===== src/rtl/amp_guard_pkg.sv =====
package amp_guard_pkg;

    // Thermal fault pair carried between the monitor and the top
    typedef struct packed {
        logic shut;
        logic warn;
    } therm_flags_t;

    // Number of control pins whose release clears the overcurrent latch
    localparam int unsigned REL_SRC_N = 2;
    localparam int unsigned REL_IDX_RESET = 0;
    localparam int unsigned REL_IDX_MUTE  = 1;

    // Hysteresis step: restore has priority, shutdown implies warning
    function automatic therm_flags_t therm_next(
        input therm_flags_t cur,
        input int unsigned  temp,
        input int unsigned  warn_th,
        input int unsigned  shut_th,
        input int unsigned  rest_th
    );
        therm_flags_t nxt;
        nxt = cur;
        if (temp < rest_th) begin
            nxt = '0;
        end else begin
            if (temp > warn_th) nxt.warn = 1'b1;
            if (temp > shut_th) begin
                nxt.shut = 1'b1;
                nxt.warn = 1'b1;
            end
        end
        return nxt;
    endfunction

endpackage


===== src/rtl/amp_guard_thermal.sv =====
module amp_guard_thermal
    import amp_guard_pkg::*;
#(
    parameter int unsigned TEMP_W   = 8,
    parameter int unsigned WARN_TH  = 135,
    parameter int unsigned SHUT_TH  = 150,
    parameter int unsigned REST_TH  = 120
) (
    input  logic              clk,
    input  logic              rst,
    input  logic [TEMP_W-1:0] temp_code,
    output therm_flags_t      flags
);

    localparam int unsigned CODE_MAX = (1 << TEMP_W) - 1;

    int unsigned temp_u;
    assign temp_u = 32'(temp_code);

    always_ff @(posedge clk) begin
        if (rst) begin
            flags <= '0;
        end else begin
            flags <= therm_next(flags, temp_u, WARN_TH, SHUT_TH, REST_TH);
        end
    end

    assert_warn_set_R2: assert property (@(posedge clk) disable iff (rst)
        (temp_u > WARN_TH && temp_u >= REST_TH) |=> flags.warn);

    assert_shut_implies_warn_R3: assert property (@(posedge clk) disable iff (rst)
        flags.shut |-> flags.warn);

    assert_warn_hold_R4: assert property (@(posedge clk) disable iff (rst)
        (flags.warn && temp_u >= REST_TH) |=> flags.warn);

    assert_restore_R5: assert property (@(posedge clk) disable iff (rst)
        (temp_u < REST_TH) |=> (!flags.warn && !flags.shut));

    initial begin
        assert_code_range_R2: assert (CODE_MAX >= SHUT_TH);
    end

endmodule


===== src/rtl/amp_guard_ocfilt.sv =====
module amp_guard_ocfilt #(
    parameter int unsigned OC_FILT = 2
) (
    input  logic clk,
    input  logic rst,
    input  logic oc_in,
    input  logic clr,
    output logic fault
);

    localparam int unsigned CW  = (OC_FILT > 1) ? $clog2(OC_FILT) : 1;
    localparam logic [CW-1:0] SAT = CW'(OC_FILT - 1);

    logic [CW-1:0] run_cnt;
    logic          qualified;

    // qualified on the edge that completes OC_FILT consecutive highs
    assign qualified = oc_in && (run_cnt == SAT);

    always_ff @(posedge clk) begin
        if (rst) begin
            run_cnt <= '0;
        end else if (!oc_in) begin
            run_cnt <= '0;
        end else if (run_cnt != SAT) begin
            run_cnt <= run_cnt + 1'b1;
        end
    end

    // set has priority over clear, so a live fault re-latches at once
    always_ff @(posedge clk) begin
        if (rst) begin
            fault <= 1'b0;
        end else begin
            fault <= qualified | (fault & ~clr);
        end
    end

    assert_no_set_when_low_R6: assert property (@(posedge clk) disable iff (rst)
        (!fault && !oc_in) |=> !fault);

    assert_sticky_R7: assert property (@(posedge clk) disable iff (rst)
        (fault && !clr) |=> fault);

    assert_clear_R8: assert property (@(posedge clk) disable iff (rst)
        (fault && clr && !oc_in) |=> !fault);

    assert_relatch_R9: assert property (@(posedge clk) disable iff (rst)
        (fault && oc_in && run_cnt == SAT) |=> fault);

endmodule


===== src/rtl/amp_guard_release.sv =====
module amp_guard_release #(
    parameter int unsigned N = 2
) (
    input  logic         clk,
    input  logic         rst,
    input  logic [N-1:0] pins_n,
    output logic         any_rel
);

    logic [N-1:0] prev_q;
    logic [N-1:0] rel;

    for (genvar i = 0; i < N; i++) begin : g_pin
        always_ff @(posedge clk) begin
            if (rst) prev_q[i] <= 1'b1;
            else     prev_q[i] <= pins_n[i];
        end

        assign rel[i] = pins_n[i] & ~prev_q[i];

        assert_release_single_R8: assert property (@(posedge clk) disable iff (rst)
            rel[i] |=> !rel[i]);
    end

    assign any_rel = |rel;

endmodule


===== src/rtl/amp_guard.sv =====
module amp_guard
    import amp_guard_pkg::*;
#(
    parameter int unsigned TEMP_W     = 8,
    parameter int unsigned WARN_TH    = 135,
    parameter int unsigned SHUT_TH    = 150,
    parameter int unsigned RESTORE_TH = 120,
    parameter int unsigned OC_FILT    = 2
) (
    input  logic              clk,
    input  logic              rst,
    input  logic [TEMP_W-1:0] temp_code,
    input  logic              oc_in,
    input  logic              ctl_rst_n,
    input  logic              ctl_mute_n,
    output logic              err_tsd_n,
    output logic              err_twarn_n,
    output logic              err_oc_n,
    output logic              shutdown_req,
    output logic              mute_req
);

    therm_flags_t          tflags;
    logic                  oc_fault;
    logic                  clr_pulse;
    logic [REL_SRC_N-1:0]  ctl_pins_n;

    assign ctl_pins_n[REL_IDX_RESET] = ctl_rst_n;
    assign ctl_pins_n[REL_IDX_MUTE]  = ctl_mute_n;

    amp_guard_thermal #(
        .TEMP_W  (TEMP_W),
        .WARN_TH (WARN_TH),
        .SHUT_TH (SHUT_TH),
        .REST_TH (RESTORE_TH)
    ) u_thermal (
        .clk       (clk),
        .rst       (rst),
        .temp_code (temp_code),
        .flags     (tflags)
    );

    amp_guard_release #(
        .N (REL_SRC_N)
    ) u_release (
        .clk     (clk),
        .rst     (rst),
        .pins_n  (ctl_pins_n),
        .any_rel (clr_pulse)
    );

    amp_guard_ocfilt #(
        .OC_FILT (OC_FILT)
    ) u_ocfilt (
        .clk   (clk),
        .rst   (rst),
        .oc_in (oc_in),
        .clr   (clr_pulse),
        .fault (oc_fault)
    );

    assign err_tsd_n    = ~tflags.shut;
    assign err_twarn_n  = ~tflags.warn;
    assign err_oc_n     = ~oc_fault;
    assign shutdown_req = tflags.shut;
    assign mute_req     = oc_fault;

    assert_reset_idle_R1: assert property (@(posedge clk)
        rst |=> (err_tsd_n && err_twarn_n && err_oc_n && !shutdown_req && !mute_req));

    assert_hold_during_ctl_low_R8: assert property (@(posedge clk) disable iff (rst)
        (!err_oc_n && !ctl_rst_n && !ctl_mute_n) |=> !err_oc_n);

endmodule


===== config.mk =====
export PLATFORM = sky130hd
export DESIGN_NAME = amp_guard
export DESIGN_NICKNAME = d
export VERILOG_FILES = /design/src/rtl/amp_guard_pkg.sv /design/src/rtl/amp_guard_thermal.sv /design/src/rtl/amp_guard_ocfilt.sv /design/src/rtl/amp_guard_release.sv /design/src/rtl/amp_guard.sv
export SDC_FILE = /design/constraint.sdc
export NUM_CORES = 1
export LEC_CHECK = 0
export BUFFER_PORTS_ARGS = -buffer_cell sky130_fd_sc_hd__buf_2
export CORE_AREA = 3 3 40 42
export CTS_BUF_LIST = sky130_fd_sc_hd__clkbuf_4 sky130_fd_sc_hd__clkbuf_8
export DETAILED_ROUTE_END_ITERATION = 10
export DIE_AREA = 0 0 43 45
export PLACE_DENSITY_LB_ADDON = 0.15
export RECOVER_POWER = 25
export SYNTH_ARGS = -nofsm -noshare
export SYNTH_HDL_FRONTEND = slang
export SYNTH_SLANG_ARGS = --single-unit

===== constraint.sdc =====
create_clock -name clk -period 0.85 [get_ports clk]
set_input_delay 0.255 -clock clk [delete_from_list [all_inputs] [get_ports clk]]
set_output_delay 0.255 -clock clk [all_outputs]
set_load 0.05 [all_outputs]

## Yosys cells after proc, flatten, opt, wreduce, memory -nomap -nowiden

Index checks and enable logic that the tools add are counted.

- $add $sub $neg: 1
- Order comparisons: 3
- Multiplexer cells: 3
- Bitwise logic cells: 11
- Reduce and logical (&&, ||, !) cells: 5

Operators with widths:

| kind | count |
|---|---|
| $gt 8x8->1 const B | 2 |
| $lt 8x7->1 const B | 1 |
| $not 1->1 | 7 |
| $reduce_or 2->1 | 3 |
| $and 1x1->1 | 3 |
| $mux 1 | 3 |
| $reduce_bool 2->1 | 1 |
| $add 1x1->1 const B | 1 |
| $logic_and 1x1->1 | 1 |
| $or 1x1->1 | 1 |

- Register bits: 6
- Input port bits: 13
- Output and inout port bits: 5

## Depth between registers and ports, before layout

- Word-level depth: 6
- Depth in mapped cells: 3
- Depth with buffers taken out: 3

## By module

From an unflattened synthesis, not the netlist that was laid out.

- Cell total of the unflattened synthesis: 27
- Area, all modules: 249.0 µm²

By module, submodules not included:

| module | instances | cells an instance | area each (µm²) |
|---|---|---|---|
| amp_guard_thermal | 1 | 11 | 100.1 |
| amp_guard_release | 1 | 7 | 72.6 |
| amp_guard_ocfilt | 1 | 6 | 65.1 |
| amp_guard | 1 | 3 | 11.3 |

## Least setup slack after synthesis

No wires, ideal clock.

- Path kind: register to output
- Start: register u_thermal.flags[1] (netlist name)
- End: output err_tsd_n
- Arrival time: 1.024 ns
- Setup slack: -0.429 ns
- Stages on the path, launching flop included: 2
- Path through: dfxtp_1 inv_1

- Longest elaborated chain between the ends: 1

RTL lines:

| item | RTL line | RTL |
|---|---|---|
| start: declaration | amp_guard_thermal.sv:12 | `output therm_flags_t flags` |
| start signal: assignment | amp_guard_thermal.sv:24 | `flags <= therm_next(flags, temp_u, WARN_TH, SHUT_TH, REST_TH);` |
| $not 1->1 | amp_guard.sv:62 | `assign err_tsd_n = ~tflags.shut;` |
| end: declaration | amp_guard.sv:16 | `output logic err_tsd_n,` |

No other way between the ends.

## Final worst setup path

Ends and elaborated chain as after synthesis.

==> results.json <==
{
  "multi_input_area_um2": 121,
  "synth_top_area_cell": "dfxtp_1",
  "crit_arrival_ps": 840,
  "regArea_um2": 129,
  "firstDrtPassIters": 1,
  "hold_viol_final": 0,
  "drt-total-wl_um": 678,
  "final_common_cell": "buf_2",
  "rsz0062_at_grt": "yes",
  "cp-start-kind": "flip-flop",
  "netlist_instances": 24,
  "cts_hold_buf": 0,
  "slew_headroom": 0.809,
  "antenna_found_initial": 0,
  "ys.warnings.count": 0,
  "die_h_um": 45,
  "gp_congestion": 0.626,
  "synth-seq-area-share": 0.511,
  "syn_nets": 37,
  "n_antenna_cell": 0,
  "vdd_drop_max_mv": 0.688,
  "core_mm2": 0.00128,
  "fin_crit_ps": 1100,
  "pre_cts_slack_ps": -193,
  "cts_buffer_depth": 2,
  "vias": 279,
  "grt_pass1_wl_mm": 1.15,
  "mostFrequentLayoutCells": "buf_2 (12), clkbuf_4 (4), buf_6 (3), dfxtp_1 (3)",
  "ff2ff_setup_slack_ps": -150,
  "clkTransAtPathRegs_ps": 50,
  "dp_hpwl_um": 501,
  "outcome": "complete, but fails checks",
  "cp-end-kind": "output pin",
  "tightestPinTransition_ps": 283,
  "grt_pass1_vias": 295,
  "synthTopCellsByArea": "dfxtp_1 (51%), inv_1 (8.0%), a2111oi_2 (6.4%), or2_2 (5.3%), a41oi_1 (3.7%)",
  "grtUsageTotal": 0.0884,
  "initial_core_util": 0.183,
  "syn_to_final_growth_pct": 98.9,
  "overflow": 0,
  "maxCapViolCount": 0,
  "final_util": 0.364,
  "via_per_inst": 4.43,
  "ant_nets": 0,
  "period_share": 1.29,
  "powerDensity_mw_per_mm2": 1690,
  "final_max_slew_viol_count": 0,
  "cts_root_buffer": "clkbuf_4",
  "crit_required_ps": 590,
  "cp_max_fo": 3,
  "grt_max_degree": 5,
  "fin_skew_ps": 5.42,
  "netlist.area_leader.share": 0.511,
  "fmax_mhz": 910,
  "die_x_um": 43,
  "fin_nets": 62,
  "drt_iter0_markers": 0,
  "failed_checks": "negative setup slack",
  "io_buffers": 17,
  "crit_type": "flip-flop to output pin",
  "drive_above_1_share": 0.708,
  "cts_sinks": 6,
  "min-delay-path-class": "primary input to flip-flop",
  "cts_tree": "yes",
  "routedWlPerCell_um": 10.8,
  "cts_max_level": 1,
  "ys_seq_elements": 6,
  "clk_latency_ps": 250,
  "leakage_nw": 0.197,
  "ioPinCount": 18,
  "yosysUniqueCellTypes": 14,
  "setup_viol": 6,
  "dieArea_mm2": 0.00194,
  "setup_ws_ps": -249,
  "drc": 0,
  "rows": 13,
  "avgSynthCellArea_um2": 9.80,
  "whs_ps": 213,
  "fillers": 140,
  "synth_area_um2": 235,
  "cts_made_buffers": 3
}
## repair_timing
action,4_1_cts,5_1_grt
resized for setup,12,5
pin swaps,1,2
setup endpoints to repair,6,7
setup buffers,2,0
## routing by layer
layer,routed length [µm],track usage,part of all wire
met1,236,0.0726,0.35
met2,376,0.153,0.55
met3,56,0.0518,0.083
met4,9,0.0723,0.013
met5,0,0,0
## cells in the mapped netlist (all sizes together)
cell,instances
nand2,1
a2111oi,1
nand4,1
nor2b,1
a41oi,1
nor3,1
o221ai,1
o41ai,1
dfxtp,6
inv,5
a21oi,1
or2,2
o2bb2ai,1
a211oi,1
## through the flow
stage          TNS (ps)  cell area (µm²)  total power, mW  cells
2_1_floorplan      -316              250            0.379     24
3_3_place_gp       -414              369            0.438     58
3_5_place_dp       -441              369            0.442     58
4_1_cts           -1190              458            0.803     64
5_1_grt           -1420              468            0.845     63
6_report          -1140              468            0.792     63
## layout make-up
| type | count | area share |
|---|---|---|
| Multi-Input combinational cell | 13 | 0.259 |
| Sequential cell | 6 | 0.275 |
| Inverter | 5 | 0.0561 |
| Timing Repair Buffer | 20 | 0.305 |
| Tap cell | 15 | 0.0401 |
| Clock buffer | 4 | 0.0642 |
## report_power, final
| group | internal, mW | switching (mW) | total (mW) |
|---|---|---|---|
| Combinational | 0.0761 | 0.0930 | 0.169 |
| Clock | 0.210 | 0.108 | 0.318 |
| Sequential | 0.295 | 0.0104 | 0.306 |
## logic make-up (layout without fill, tap and decap cells)
logic type / Yosys count / in the layout / synth area share
compound gates: 7 / 7 / 0.266
buf+inv: 5 / 29 / 0.0798
flops: 6 / 6 / 0.511
simple gates: 6 / 6 / 0.144
## sequential cells by signal, indices dropped and copies added (netlist names)
signal and count:
u_ocfilt.fault 1, u_thermal.flags 2, u_release.prev_q 2, u_ocfilt.run_cnt 1
## critical path, cell delays in order (launching register included)
cell and delay, ps:
dfxtp_4 370, clkinvlp_4 80, buf_6 150
## path summary, 6_finish.rpt
| path | startpoint | cells after the start | to |
|---|---|---|---|
| min | ctl_mute_n | 2 | u_release.prev_q[1] |
| max | u_thermal.flags[1] | 2 | err_tsd_n |
| max reg2reg | u_thermal.flags[1] | 4 | u_thermal.flags[1] |
| min reg2reg | u_ocfilt.run_cnt | 2 | u_ocfilt.fault |
Power figures use the tool's default switching activity.
